==> src/rtl/dma_pkg.sv <==
package dma_pkg;
   typedef enum logic [1:0] {
      ST_IDLE = 2'd0,
      ST_REQ  = 2'd1,
      ST_XFER = 2'd2,
      ST_HOLD = 2'd3
   } dma_state_e;

   typedef enum logic {
      DIR_FROM_BUS = 1'b0,
      DIR_TO_BUS   = 1'b1
   } dma_dir_e;
endpackage

==> src/rtl/dma_burst_sizer.sv <==
module dma_burst_sizer
   import dma_pkg::*;
#(
   parameter int LVL_W       = 8,
   parameter int DEF_BURST   = 16,
   parameter bit USE_CFG_MAX = 1'b1
) (
   input  logic [LVL_W-1:0] rx_level,
   input  logic [LVL_W-1:0] tx_space,
   input  logic             tx_enable,
   input  logic [LVL_W-1:0] cfg_burst_max,
   output logic             pending,
   output dma_dir_e         dir,
   output logic [LVL_W-1:0] len
);
   localparam logic [LVL_W-1:0] DEF_L = LVL_W'(DEF_BURST);

   logic [LVL_W-1:0] limit;
   logic [LVL_W-1:0] src;
   logic             rx_ready;
   logic             tx_ready;

   generate
      if (USE_CFG_MAX) begin : g_cfg_limit
         assign limit = (cfg_burst_max == '0) ? DEF_L : cfg_burst_max;
      end else begin : g_fixed_limit
         logic unused_cfg;
         assign unused_cfg = ^cfg_burst_max;
         assign limit      = DEF_L;
      end
   endgenerate

   assign rx_ready = (rx_level != '0);
   assign tx_ready = tx_enable && (tx_space != '0);
   assign pending  = rx_ready || tx_ready;
   assign dir      = rx_ready ? DIR_TO_BUS : DIR_FROM_BUS;
   assign src      = rx_ready ? rx_level : tx_space;
   assign len      = (src < limit) ? src : limit;
endmodule

==> src/rtl/dma_word_counter.sv <==
module dma_word_counter #(
   parameter int CNT_W = 8
) (
   input  logic             clk,
   input  logic             rst_n,
   input  logic             load,
   input  logic [CNT_W-1:0] load_val,
   input  logic             dec,
   output logic             last
);
   logic [CNT_W-1:0] remain;

   always_ff @(posedge clk or negedge rst_n) begin
      if (!rst_n) begin
         remain <= '0;
      end else if (load) begin
         remain <= load_val;
      end else if (dec) begin
         remain <= remain - 1'b1;
      end
   end

   assign last = (remain == CNT_W'(1));
endmodule

==> src/rtl/dma_bus_fsm.sv <==
module dma_bus_fsm
   import dma_pkg::*;
(
   input  logic       clk,
   input  logic       rst_n,
   input  logic       pending,
   input  logic       gnt,
   input  logic       last,
   output dma_state_e state,
   output logic       start,
   output logic       word,
   output logic       req,
   output logic       first
);
   dma_state_e nxt;
   logic       fresh;

   always_comb begin
      nxt   = state;
      start = 1'b0;
      unique case (state)
         ST_IDLE: if (pending) begin
            nxt   = ST_REQ;
            start = 1'b1;
         end
         ST_REQ:  if (gnt) nxt = ST_XFER;
         ST_XFER: begin
            if (!gnt)      nxt = ST_REQ;
            else if (last) nxt = ST_HOLD;
         end
         ST_HOLD: if (!gnt) nxt = ST_IDLE;
         default: nxt = ST_IDLE;
      endcase
   end

   always_ff @(posedge clk or negedge rst_n) begin
      if (!rst_n) begin
         state <= ST_IDLE;
         fresh <= 1'b0;
      end else begin
         state <= nxt;
         if (start)     fresh <= 1'b1;
         else if (word) fresh <= 1'b0;
      end
   end

   assign word  = (state == ST_XFER) && gnt;
   assign req   = (state == ST_REQ) || (state == ST_XFER);
   assign first = word && fresh;
endmodule

==> src/rtl/dma_bus_master.sv <==
module dma_bus_master
   import dma_pkg::*;
#(
   parameter int DATA_W        = 32,
   parameter int LVL_W         = 8,
   parameter int DEF_BURST     = 16,
   parameter bit USE_CFG_MAX   = 1'b1,
   parameter bit PARK_DATA_LOW = 1'b1
) (
   input  logic              clk,
   input  logic              rst_n,
   input  logic [LVL_W-1:0]  cfg_burst_max,
   input  logic [LVL_W-1:0]  rx_level,
   input  logic [DATA_W-1:0] rx_data,
   output logic              rx_pop,
   input  logic [LVL_W-1:0]  tx_space,
   input  logic              tx_enable,
   output logic              tx_push,
   output logic [DATA_W-1:0] tx_wdata,
   output logic              bus_req,
   input  logic              bus_gnt,
   output logic              bus_dir,
   output logic              addr_start,
   output logic              bus_wr_stb,
   output logic              bus_rd_stb,
   output logic [DATA_W-1:0] bus_dout,
   output logic              bus_doe,
   input  logic [DATA_W-1:0] bus_din
);
   localparam int MAX_LVL = (1 << LVL_W) - 1;

   generate
      if (DATA_W < 1) begin : g_bad_data_w
         $error("DATA_W must be at least 1");
      end
      if (LVL_W < 2 || LVL_W > 16) begin : g_bad_lvl_w
         $error("LVL_W must lie in 2..16");
      end
      if (DEF_BURST < 1 || DEF_BURST > MAX_LVL) begin : g_bad_def
         $error("DEF_BURST must fit in LVL_W bits and be non-zero");
      end
   endgenerate

   logic             pending;
   dma_dir_e         dir_sel;
   dma_dir_e         dir_q;
   logic [LVL_W-1:0] len_sel;
   dma_state_e       state;
   logic             start;
   logic             word;
   logic             first;
   logic             last;
   logic             to_bus;

   dma_burst_sizer #(
      .LVL_W      (LVL_W),
      .DEF_BURST  (DEF_BURST),
      .USE_CFG_MAX(USE_CFG_MAX)
   ) u_sizer (
      .rx_level     (rx_level),
      .tx_space     (tx_space),
      .tx_enable    (tx_enable),
      .cfg_burst_max(cfg_burst_max),
      .pending      (pending),
      .dir          (dir_sel),
      .len          (len_sel)
   );

   dma_bus_fsm u_fsm (
      .clk    (clk),
      .rst_n  (rst_n),
      .pending(pending),
      .gnt    (bus_gnt),
      .last   (last),
      .state  (state),
      .start  (start),
      .word   (word),
      .req    (bus_req),
      .first  (first)
   );

   dma_word_counter #(
      .CNT_W(LVL_W)
   ) u_count (
      .clk     (clk),
      .rst_n   (rst_n),
      .load    (start),
      .load_val(len_sel),
      .dec     (word),
      .last    (last)
   );

   always_ff @(posedge clk or negedge rst_n) begin
      if (!rst_n)     dir_q <= DIR_FROM_BUS;
      else if (start) dir_q <= dir_sel;
   end

   assign to_bus     = (dir_q == DIR_TO_BUS);
   assign bus_dir    = to_bus;
   assign bus_wr_stb = word && to_bus;
   assign bus_rd_stb = word && !to_bus;
   assign rx_pop     = bus_wr_stb;
   assign tx_push    = bus_rd_stb;
   assign tx_wdata   = bus_din;
   assign addr_start = first;
   assign bus_doe    = to_bus && bus_gnt &&
                       ((state == ST_XFER) || (state == ST_HOLD));

   generate
      if (PARK_DATA_LOW) begin : g_park_low
         assign bus_dout = bus_doe ? rx_data : '0;
      end else begin : g_pass_through
         assign bus_dout = rx_data;
      end
   endgenerate
endmodule

==> config.mk <==
export PLATFORM = sky130hd
export DESIGN_NAME = dma_bus_master
export DESIGN_NICKNAME = d
export VERILOG_FILES = /design/src/rtl/dma_pkg.sv /design/src/rtl/dma_burst_sizer.sv /design/src/rtl/dma_word_counter.sv /design/src/rtl/dma_bus_fsm.sv /design/src/rtl/dma_bus_master.sv
export SDC_FILE = /design/constraint.sdc
export NUM_CORES = 1
export LEC_CHECK = 0
export ABC_AREA = 1
export BUFFER_PORTS_ARGS = -buffer_cell sky130_fd_sc_hd__buf_2
export CORE_UTILIZATION = 38
export DETAILED_ROUTE_END_ITERATION = 16
export GPL_TIMING_DRIVEN = 0
export PLACE_DENSITY = 0.87
export SLEW_MARGIN = 20
export SYNTH_ARGS = -nofsm -noshare
export SYNTH_HDL_FRONTEND = slang
export SYNTH_SLANG_ARGS = --single-unit
==> constraint.sdc <==
create_clock -name clk -period 1.7 [get_ports clk]
set_clock_uncertainty 0.1 [all_clocks]
set_input_delay 0.085 -clock clk [delete_from_list [all_inputs] [get_ports clk]]
set_output_delay 0.085 -clock clk [all_outputs]
set_load 0.05 [all_outputs]
==> results of run 1 <==
==> tightest hold or removal path: stages <==
cell and delay (ps):
buf_2 120, inv_1 70, nand2_2 50, nand3_2 80, a21oi_2 50
==> synth_stat cells, drive strengths merged, types with 2 or more instances <==
cell / number / share of area, %
nand3: 20 / 5.6
nand2: 29 / 8.0
inv: 62 / 13
o21ai: 13 / 3.9
clkbuf: 4 / 0.84
dfrtp: 12 / 17
nor4: 4 / 1.4
nor3: 2 / 0.56
xnor2: 2 / 0.99
nor2: 57 / 12
buf: 35 / 15
ha: 14 / 9.9
xor2: 3 / 1.5
a21oi: 21 / 7.4
==> path summary, 6_finish.rpt <==
| path | slack [ps] | cells after the start | to | startpoint |
|---|---|---|---|---|
| setup reg to reg | -150 | 9 | u_count.remain[5] | u_fsm.state[1] |
| hold reg to reg | 490 | 2 | u_fsm.fresh | u_fsm.fresh |
| setup / recovery | -230 | 12 | u_count.remain[0] | cfg_burst_max[0] |
| hold / removal | 150 | 5 | u_count.remain[0] | cfg_burst_max[0] |
| min in group asynchronous | 160 | 2 | u_count.remain[5] | rst_n |
| max in group asynchronous | 1100 | 2 | u_fsm.state[1] | rst_n |
==> state kept, by name (all words and copies together), names as in the netlist <==
register and flops:
bus_dir 1, u_fsm.state 2, u_count.remain 8, u_fsm.fresh 1
==> what timing repair did <==
item | 4_1_cts | 5_1_grt
cloned | 3 | 0
hold buffers | 1 | 0
setup buffers | 10 | 10
gates resized for setup | 126 | 69
endpoints found under the hold margin | 12 | 0
pin swaps | 24 | 21
endpoints found under the setup margin | 45 | 47
==> through the flow <==
step | cells | TNS [ps] | hold WS, ps | power (uW) | util, %
floorplan | 282 | -6790 | -311 | 2840 | -
global placement | 465 | -4040 | -125 | 3280 | 65.1
detailed placement | 465 | -5650 | -124 | 3350 | 65.1
CTS | 483 | -4820 | 120 | 4060 | 79.6
global route | 492 | -9920 | 158 | 4680 | 87.8
finish | 492 | -7070 | 150 | 4490 | 87.8
==> report_power, final <==
part           internal (uW)  total, uW  switching (uW)
clock network            166        280             114
logic                   1310       3570            2260
registers                441        638             196
==> routing by layer <==
layer  wire length (um)  GRT usage, %
met1               3360          33.3
met2               5070          58.2
met3                760          4.47
met4                281          13.6
met5                  0             0
==> cell families after synthesis <==
logic type,after synthesis
compound gates,38
xor+xnor,5
fa+ha+maj,14
buf+inv,101
flops,12
simple gates,112
==> final cells by class <==
cell class              count  area [um^2]
repair buffers            155         1250
fillers                   191          541
flip-flops and latches     12          303
multi-input cells         169         1630
clock buffers               4         45.0
well taps                  52         65.1
plain buffers              38          338
inverters                  62          243
==> impl_metrics.tcl, run 1 <==
set metrics [dict create \
    outcome "complete, but fails checks" \
    violations "negative setup slack" \
    ant_nets 0 \
    avgSynthCellArea_um2 6.30 \
    place_ws_ps -613 \
    final_cell_mix "86 x buf_2, 51 x inv_1, 46 x buf_4" \
    p_leak_uw 0.00198 \
    worstSetupEndpointType "flop" \
    insertedDiodeCount 0 \
    vdd_drop_max_uv 970 \
    tritoncts "done" \
    max_freq_ghz 0.518 \
    route.detailed.drc 0 \
    htree_levels 1 \
    dieArea_um2 4950 \
    async_flop_share_pct 100 \
    vias 2581 \
    fin_ws_ps -229 \
    drt_iter0_markers 152 \
    hold_path_class "primary input to flop" \
    track_usage_pct 30.8 \
    ys_types 25 \
    synth-simple-area-share_pct 28.0 \
    initial_utilization_pct 40.2 \
    synthAdderAreaFrac_pct 9.86 \
    finalSetupViolCount 44 \
    fp-row-count 24 \
    seq_area_frac_synth_pct 16.9 \
    dpl.hpwl_um 4940 \
    globalplace.congestion 0.886 \
    cts-root-buf "clkbuf_8" \
    final_nets 547 \
    cts_inserted_buffers 3 \
    synth_top_family_by_area "buffers and inverters" \
    max-clock-path-buffers 2 \
    ys_warn_count 0 \
    cp_max_fo 5 \
    final-hold-violation-count 0 \
    worst_slew_pin_slew_ps 392 \
    maxSlewViolCount 0 \
    drt-vias-per-instance 5.25 \
    syn_inst 282 \
    grt_pass1_vias 2470 \
    routed_wirelength_um 9470 \
    fin_area_um2 3870 \
    fin_crit_sh_pct 113 \
    die_width_um 70.4 \
    grt_pass1_wl_um 12000 \
    critPathLaunchType "primary input" \
    cpMostUsedCell "nand3_2" \
    syn_nets 388 \
    wl_per_cell_um 19.3 \
    synthMuxAreaShare_pct 0 \
    place_area_um2 2880 \
    worst-path-buf-inv 3 \
    core_um2 4410 \
    drive_gt1_share_pct 71.8 \
    cts.clk_slew.worst_paths_ps 50 \
    die-height_um 70.4 \
    max_slew_margin_pct 73.6 \
    port_buffers 131 \
    cts.sinks 12 \
    synth_ff_type "dfrtp_1" \
    critical_path_arrival_ps 1960 \
    grt_max_degree 13 \
    post-route-min-period_ps 1930 \
    syn_to_final_growth_pct 118 \
    synth_xor_area_share_pct 2.46 \
    clk_latency_ps 250 \
    crit_family "compound AO/OA/AOI/OAI gates" \
    io_pins 164 \
    path_cells "buf_2 > nor4_1 > a41oi_1 > ha_4 > a21oi_4 > nor2_2 > a211oi_4 > buf_6 > buf_8 > nand3_2 > nand3_2 > a21oi_2" \
    cap_violations 0 \
    layout_commonest_cell "buf_2" \
    rsz0062_at_grt "yes" \
    slowest_delay_ps 300 \
    antenna_found_initial 0 \
    ys_ff_latch 12 \
    critical_path_required_ps 1730 \
    first_pass_iters 4 \
    worstSetupPathType "primary input to flop" \
    synth-compound-area-share_pct 13.9 \
    p_per_area_nw_per_um2 1160 \
    synth_edf_count 0 \
    synth.cell_area_um2 1780 \
    overflow 0 \
    cp_slowest_cell "nor4_1" \
]
Power figures use the tool's default switching activity.
==> run 2, diff against run 1 <==
--- a/config.mk
+++ b/config.mk
@@ -7,10 +7,11 @@
 export LEC_CHECK = 0
 export ABC_AREA = 1
 export BUFFER_PORTS_ARGS = -buffer_cell sky130_fd_sc_hd__buf_2
-export CORE_UTILIZATION = 38
+export CORE_UTILIZATION = 39
+export CTS_BUF_LIST = sky130_fd_sc_hd__clkbuf_2
 export DETAILED_ROUTE_END_ITERATION = 16
 export GPL_TIMING_DRIVEN = 0
-export PLACE_DENSITY = 0.87
+export PLACE_DENSITY = 0.89
 export SLEW_MARGIN = 20
 export SYNTH_ARGS = -nofsm -noshare
 export SYNTH_HDL_FRONTEND = slang
==> constraint.sdc (replaced) <==
create_clock -name clk -period 2 [get_ports clk]
set_clock_uncertainty 0.1 [all_clocks]
set_input_delay 0.1 -clock clk [delete_from_list [all_inputs] [get_ports clk]]
set_output_delay 0.1 -clock clk [all_outputs]
set_load 0.05 [all_outputs]
==> impl_metrics.tcl, run 2 (synthesis results as in run 1) <==
set metrics [dict create \
    outcome "finished, final reports clean" \
    swShare_pct 57.6 \
    vias 2300 \
    largest_register_ffs 8 \
    antenna_found_initial 0 \
    ant_nets 0 \
    globalplace.congestion 0.890 \
    wl_per_cell_um 13.2 \
    vdd_drop_max_uv 767 \
    cts-root-buf "clkbuf_2" \
    first_pass_iters 4 \
    insertedDiodeCount 0 \
    cts.clk_slew.worst_paths_ps 130 \
    critical_path_required_ps 1800 \
    p_leak_uw 0.00181 \
    htree_levels 1 \
    cts_inserted_buffers 3 \
    dp.cells 465 \
    grt_pass1_vias 2213 \
    post-route-min-period_ps 1980 \
    hold_path_class "primary input to flop" \
    port_buffers 131 \
    fin_crit_sh_pct 99.1 \
    die_width_um 69.5 \
    max_slew_margin_pct 79.0 \
    worstSetupPathType "flop to output pin" \
    io_pins 164 \
    tritoncts "done" \
    route.detailed.drc 0 \
    drive_gt1_share_pct 58.1 \
    worstSetupEndpointType "output pin" \
    reg2reg_slack_ps 230 \
    max_freq_ghz 0.505 \
    max-clock-path-buffers 2 \
    clk_latency_ps 270 \
    layout_commonest_cell "buf_2" \
    grt_max_degree 13 \
    largest_register "u_count.remain" \
    cp_max_fo 8 \
    initial_utilization_pct 40.8 \
    path_cells "inv_2 > ha_4 > nand2_4 > a21oi_4 > clkinv_4 > clkbuf_16 > nor2_4 > buf_8" \
    fp-row-count 24 \
    pwr-share-seq_pct 15.7 \
    holdWs_ps 92.9 \
    drt_iter0_markers 65 \
    finalSetupViolCount 0 \
    cts.sinks 12 \
    power_uw 3310 \
    reg_top3 "u_count.remain x8, u_fsm.state x2" \
    p_sw_uw 1910 \
    p_per_area_nw_per_um2 1030 \
    core_um2 4350 \
    dieArea_um2 4830 \
    combPwrFrac_pct 80.0 \
    routed_wirelength_um 6350 \
    dpl.hpwl_um 4610 \
    cp_slowest_cell "dfrtp_1" \
    final_nets 537 \
    slowest_delay_ps 440 \
    critPathLaunchType "flop" \
    drt-vias-per-instance 4.77 \
    final-instance-count-excl-fill 482 \
    maxSlewViolCount 0 \
    overflow 0 \
    tns_ps 0 \
    cap_violations 0 \
    worst_slew_pin_slew_ps 311 \
    track_usage_pct 24.6 \
    final_cell_mix "101 x buf_2, 58 x inv_1, 41 x buf_4" \
    grt_pass1_wl_um 9720 \
    critical_path_arrival_ps 1780 \
    rsz0062_at_grt "yes" \
    syn_to_final_growth_pct 80.7 \
    power.internal_uw 1400 \
    clkPwrFrac_pct 4.3 \
    die-height_um 69.5 \
    final-hold-violation-count 0 \
    fin_util_pct 73.7 \
]
==> run 2: cell count changes in the layout (fill, tap and decap cells not counted), moves of 6 or more <==
| cell | delta |
|---|---|
| a21oi_1 | +6 |
| a21oi_4 | -9 |
| buf_2 | +15 |
| buf_6 | -7 |
| buf_8 | -8 |
| inv_1 | +7 |
| inv_2 | -7 |
| nand2_1 | +15 |
| nand2_2 | -13 |
| nand3_1 | +16 |
| nand3_2 | -14 |
| nor2_1 | +8 |
| nor2_4 | -9 |
==> run 2: timing repair <==
item,CTS,global route
buffers inserted,3,5
gates cloned,0,4
pin swaps,1,6
gates resized for setup,59,32
hold endpoints to repair,12,0
endpoints found under the setup margin,42,42
hold buffers,1,0
==> run 2: critical path, delay by kind of cell (launching register included) <==
| family | cells | cell delay, ps |
|---|---|---|
| and+or+nand+nor | 2 | 170 |
| AOI/OAI and AO/OA | 1 | 180 |
| adders and majority gates | 1 | 140 |
| buffers and inverters | 4 | 570 |
| DFF | 1 | 440 |
==> run 2: layer usage <==
metal | part of all wire (%) | GRT usage [%]
met1 | 40 | 28.5
met3 | 5.6 | 3.63
met5 | 0 | 0
met4 | 3.5 | 11.3
met2 | 51 | 44.2
==> run 2: power by group through the flow <==
stage / Combinational [uW] / Sequential, uW / Clock [uW]
finish: 2640 / 520 / 142
global route: 2840 / 536 / 153
CTS: 2440 / 495 / 139
detailed placement: 2240 / 503 / 0
global placement: 2190 / 497 / 0
floorplan: 1810 / 511 / 0
==> run 2: cell type report <==
class | count | area, um^2
Buffer | 39 | 343
Clock buffer | 4 | 20.0
Fill cell | 299 | 1140
Inverter | 62 | 240
Multi-Input combinational cell | 169 | 1260
Sequential cell | 12 | 303
Tap cell | 52 | 65.1
Timing Repair Buffer | 144 | 976
==> run 2: stage by stage <==
step                      setup WS (ps)  instance area, um^2
after CTS                          1.81                 3020
after global routing              -56.0                 3210
after detailed placement           -321                 2770
final                              19.0                 3210
after global placement             -250                 2770
after floorplan                    -189                 2050
==> run 2: worst paths after layout <==
path | start | to | cells after the start
hold / removal | cfg_burst_max[0] | u_count.remain[0] | 5
max in group asynchronous | rst_n | u_fsm.state[1] | 2
setup reg to reg | u_fsm.state[0] | u_count.remain[6] | 10
min in group asynchronous | rst_n | u_count.remain[2] | 2
setup / recovery | u_fsm.state[0] | bus_dout[24] | 8
hold reg to reg | u_fsm.fresh | u_fsm.fresh | 2
==> run 3, diff against run 2 <==
--- a/config.mk
+++ b/config.mk
@@ -5,9 +5,8 @@
 export SDC_FILE = /design/constraint.sdc
 export NUM_CORES = 1
 export LEC_CHECK = 0
-export ABC_AREA = 1
 export BUFFER_PORTS_ARGS = -buffer_cell sky130_fd_sc_hd__buf_2
-export CORE_UTILIZATION = 39
+export CORE_UTILIZATION = 38
 export CTS_BUF_LIST = sky130_fd_sc_hd__clkbuf_2
 export DETAILED_ROUTE_END_ITERATION = 16
 export GPL_TIMING_DRIVEN = 0
==> impl_metrics.tcl, run 3 <==
set metrics [dict create \
    critical_path_arrival_ps 2250 \
    path_cells "buf_8 > nor4_4 > and2_4 > a21o_1 > ha_1 > and4_4 > nand4_1 > or2_4 > a21oi_1 > o22ai_1" \
    drt-vias-per-instance 5.01 \
    post-route-min-period_ps 2210 \
    worstSetupPathType "primary input to flop" \
    critPathLaunchType "primary input" \
    synth_top_cell_by_area "dfrtp_1" \
    clkPwrFrac_pct 4.5 \
    max-clock-path-buffers 2 \
    globalplace.congestion 0.887 \
    port_buffers 131 \
    die_width_um 68.3 \
    drt_iter0_markers 46 \
    cts-root-buf "clkbuf_2" \
    route.detailed.drc 0 \
    dpl.hpwl_um 4110 \
    rsz0062_at_grt "yes" \
    combPwrFrac_pct 77.7 \
    track_usage_pct 21.6 \
    violations "negative setup slack" \
    synthTopCellsByArea "dfrtp_1 18%, buf_4 16%, and2_1 12%" \
    maxSlewViolCount 0 \
    final_nets 455 \
    vias 1994 \
    ys_warn_count 0 \
    ant_nets 0 \
    synth_most_common_cell "buf_4" \
    outcome "complete, but fails checks" \
    fp-row-count 23 \
    core_um2 4120 \
    synth_top_area_share_pct 18.0 \
    insertedDiodeCount 0 \
    holdWs_ps 55.1 \
    ys_types 45 \
    swShare_pct 56.3 \
    cts_inserted_buffers 3 \
    final-hold-violation-count 0 \
    max_slew_margin_pct 73.0 \
    htree_levels 1 \
    worstSetupEndpointType "flop" \
    finalSetupViolCount 8 \
    pwr-share-seq_pct 17.7 \
    grt_pass1_vias 1666 \
    fin_util_pct 68.1 \
    overflow 0 \
    critical_path_required_ps 2050 \
    clk_latency_ps 270 \
    cts.sinks 12 \
    wl_per_cell_um 14.4 \
    hold_path_class "primary input to flop" \
    max_freq_ghz 0.453 \
    cap_violations 0 \
    layout_commonest_cell "buf_2" \
    tns_ps -1310 \
    p_per_area_nw_per_um2 962 \
    fin_ws_ps -206 \
    drive_gt1_share_pct 62.9 \
    grt_pass1_wl_um 7460 \
    avgSynthCellArea_um2 8.27 \
    initial_utilization_pct 40.6 \
    reg_top3 "u_count.remain x8, u_fsm.state x2" \
    dieArea_um2 4660 \
    slowest_delay_ps 350 \
    antenna_found_initial 0 \
    final_cell_mix "99 x buf_2, 72 x buf_4, 33 x and2_1" \
    cts.clk_slew.worst_paths_ps 110 \
    syn_inst 202 \
    power.internal_uw 1180 \
    p_leak_uw 0.00149 \
    async_flop_share_pct 100 \
    die-height_um 68.3 \
    fin_crit_sh_pct 110 \
    largest_register "u_count.remain" \
    synth_ff_type "dfrtp_1" \
    cp_slowest_cell "or2_4" \
    p_sw_uw 1520 \
    syn_nets 308 \
    syn_to_final_growth_pct 67.8 \
    synthTopCellsByCount "35 x buf_4, 33 x and2_1, 14 x ha_1" \
    place_ws_ps -516 \
    synth_edf_count 0 \
    largest_register_ffs 8 \
    synth.cell_area_um2 1670 \
    grt_max_degree 13 \
    cp_max_fo 8 \
    io_pins 164 \
    tritoncts "done" \
    vdd_drop_max_uv 374 \
    worst_slew_pin_slew_ps 401 \
    ys_ff_latch 12 \
    seq_area_frac_synth_pct 18.0 \
    routed_wirelength_um 5750 \
    first_pass_iters 4 \
]
[run 3: cell types whose count changed after synthesis, moves of 5 or more]
cell	change
nand3_1	-17
a21o_1	+11
a21oi_2	-6
o31ai_1	+7
o21ai_0	-10
nor2_1	-50
and2_1	+33
nand2_1	-22
inv_1	-48
o22ai_1	+5
[run 3: power by group through the flow]
stage	registers (uW)	logic (uW)	clock network, uW
5_1_grt	496	2250	140
6_report	478	2100	123
2_1_floorplan	479	1440	0
4_1_cts	477	1990	126
3_3_place_gp	464	1810	0
3_5_place_dp	475	1840	0
[run 3: metrics by stage]
stage | total power, uW | std cells | area [um^2]
global route | 2890 | 398 | 2800
global placement | 2270 | 383 | 2460
detailed placement | 2310 | 383 | 2460
CTS | 2590 | 393 | 2720
floorplan | 1920 | 202 | 1740
finish | 2700 | 398 | 2800
[run 3: final timing paths]
check / slack (ps) / cells past startpoint / end / startpoint
min in group asynchronous: 140 / 2 / u_count.remain[0] / rst_n
hold / removal: 60 / 3 / u_count.remain[6] / cfg_burst_max[6]
max in group asynchronous: 1430 / 2 / u_count.remain[1] / rst_n
hold reg to reg: 390 / 1 / u_fsm.fresh / u_fsm.fresh
setup / recovery: -210 / 10 / u_count.remain[2] / rx_level[2]
setup reg to reg: 130 / 6 / u_fsm.state[1] / u_fsm.state[1]
[run 3: cells by family (layout without fill, tap and decap cells)]
group,after synthesis,after routing,synth area share (%)
flops,12,12,18.0
mux,1,1,0.674
buf+inv,53,199,20.7
fa+ha+maj,14,14,10.5
compound gates,50,50,22.2
xor+xnor,7,7,3.67
simple gates,65,65,24.2
[run 3: timing repair]
action | 4_1_cts | 5_1_grt
setup endpoints to repair | 42 | 39
buffers inserted | 7 | 5
hold buffers | 2 | 0
endpoints found under the hold margin | 13 | 0
pin swaps | 15 | 9
gates resized for setup | 57 | 9
[run 3: layout make-up]
| type | count | area, um^2 |
|---|---|---|
| inverter | 12 | 45.0 |
| clock inverter | 1 | 3.75 |
| fill | 325 | 1310 |
| tap | 50 | 62.6 |
| sequential | 12 | 300 |
| multi-input combinational | 137 | 1220 |
| buffer | 38 | 282 |
| timing repair buffer | 145 | 876 |
| clock buffer | 3 | 15.0 |
[run 3: layer usage]
| layer | vias to the layer above | GRT usage, % | routed length, um |
|---|---|---|---|
| met2 | 124 | 35.7 | 3050 |
| met4 | 0 | 13.5 | 101 |
| li1 | 961 | - | - |
| met1 | 899 | 26.4 | 2250 |
| met5 | - | 0 | 0 |
| met3 | 10 | 2.67 | 346 |
[run 3: worst max-delay path: cells and delay by family]
kind	cells	cell delay, ps
AOI/OAI and AO/OA	3	510
adders and majority gates	1	170
buffers and inverters	1	100
and+or+nand+nor	5	1370
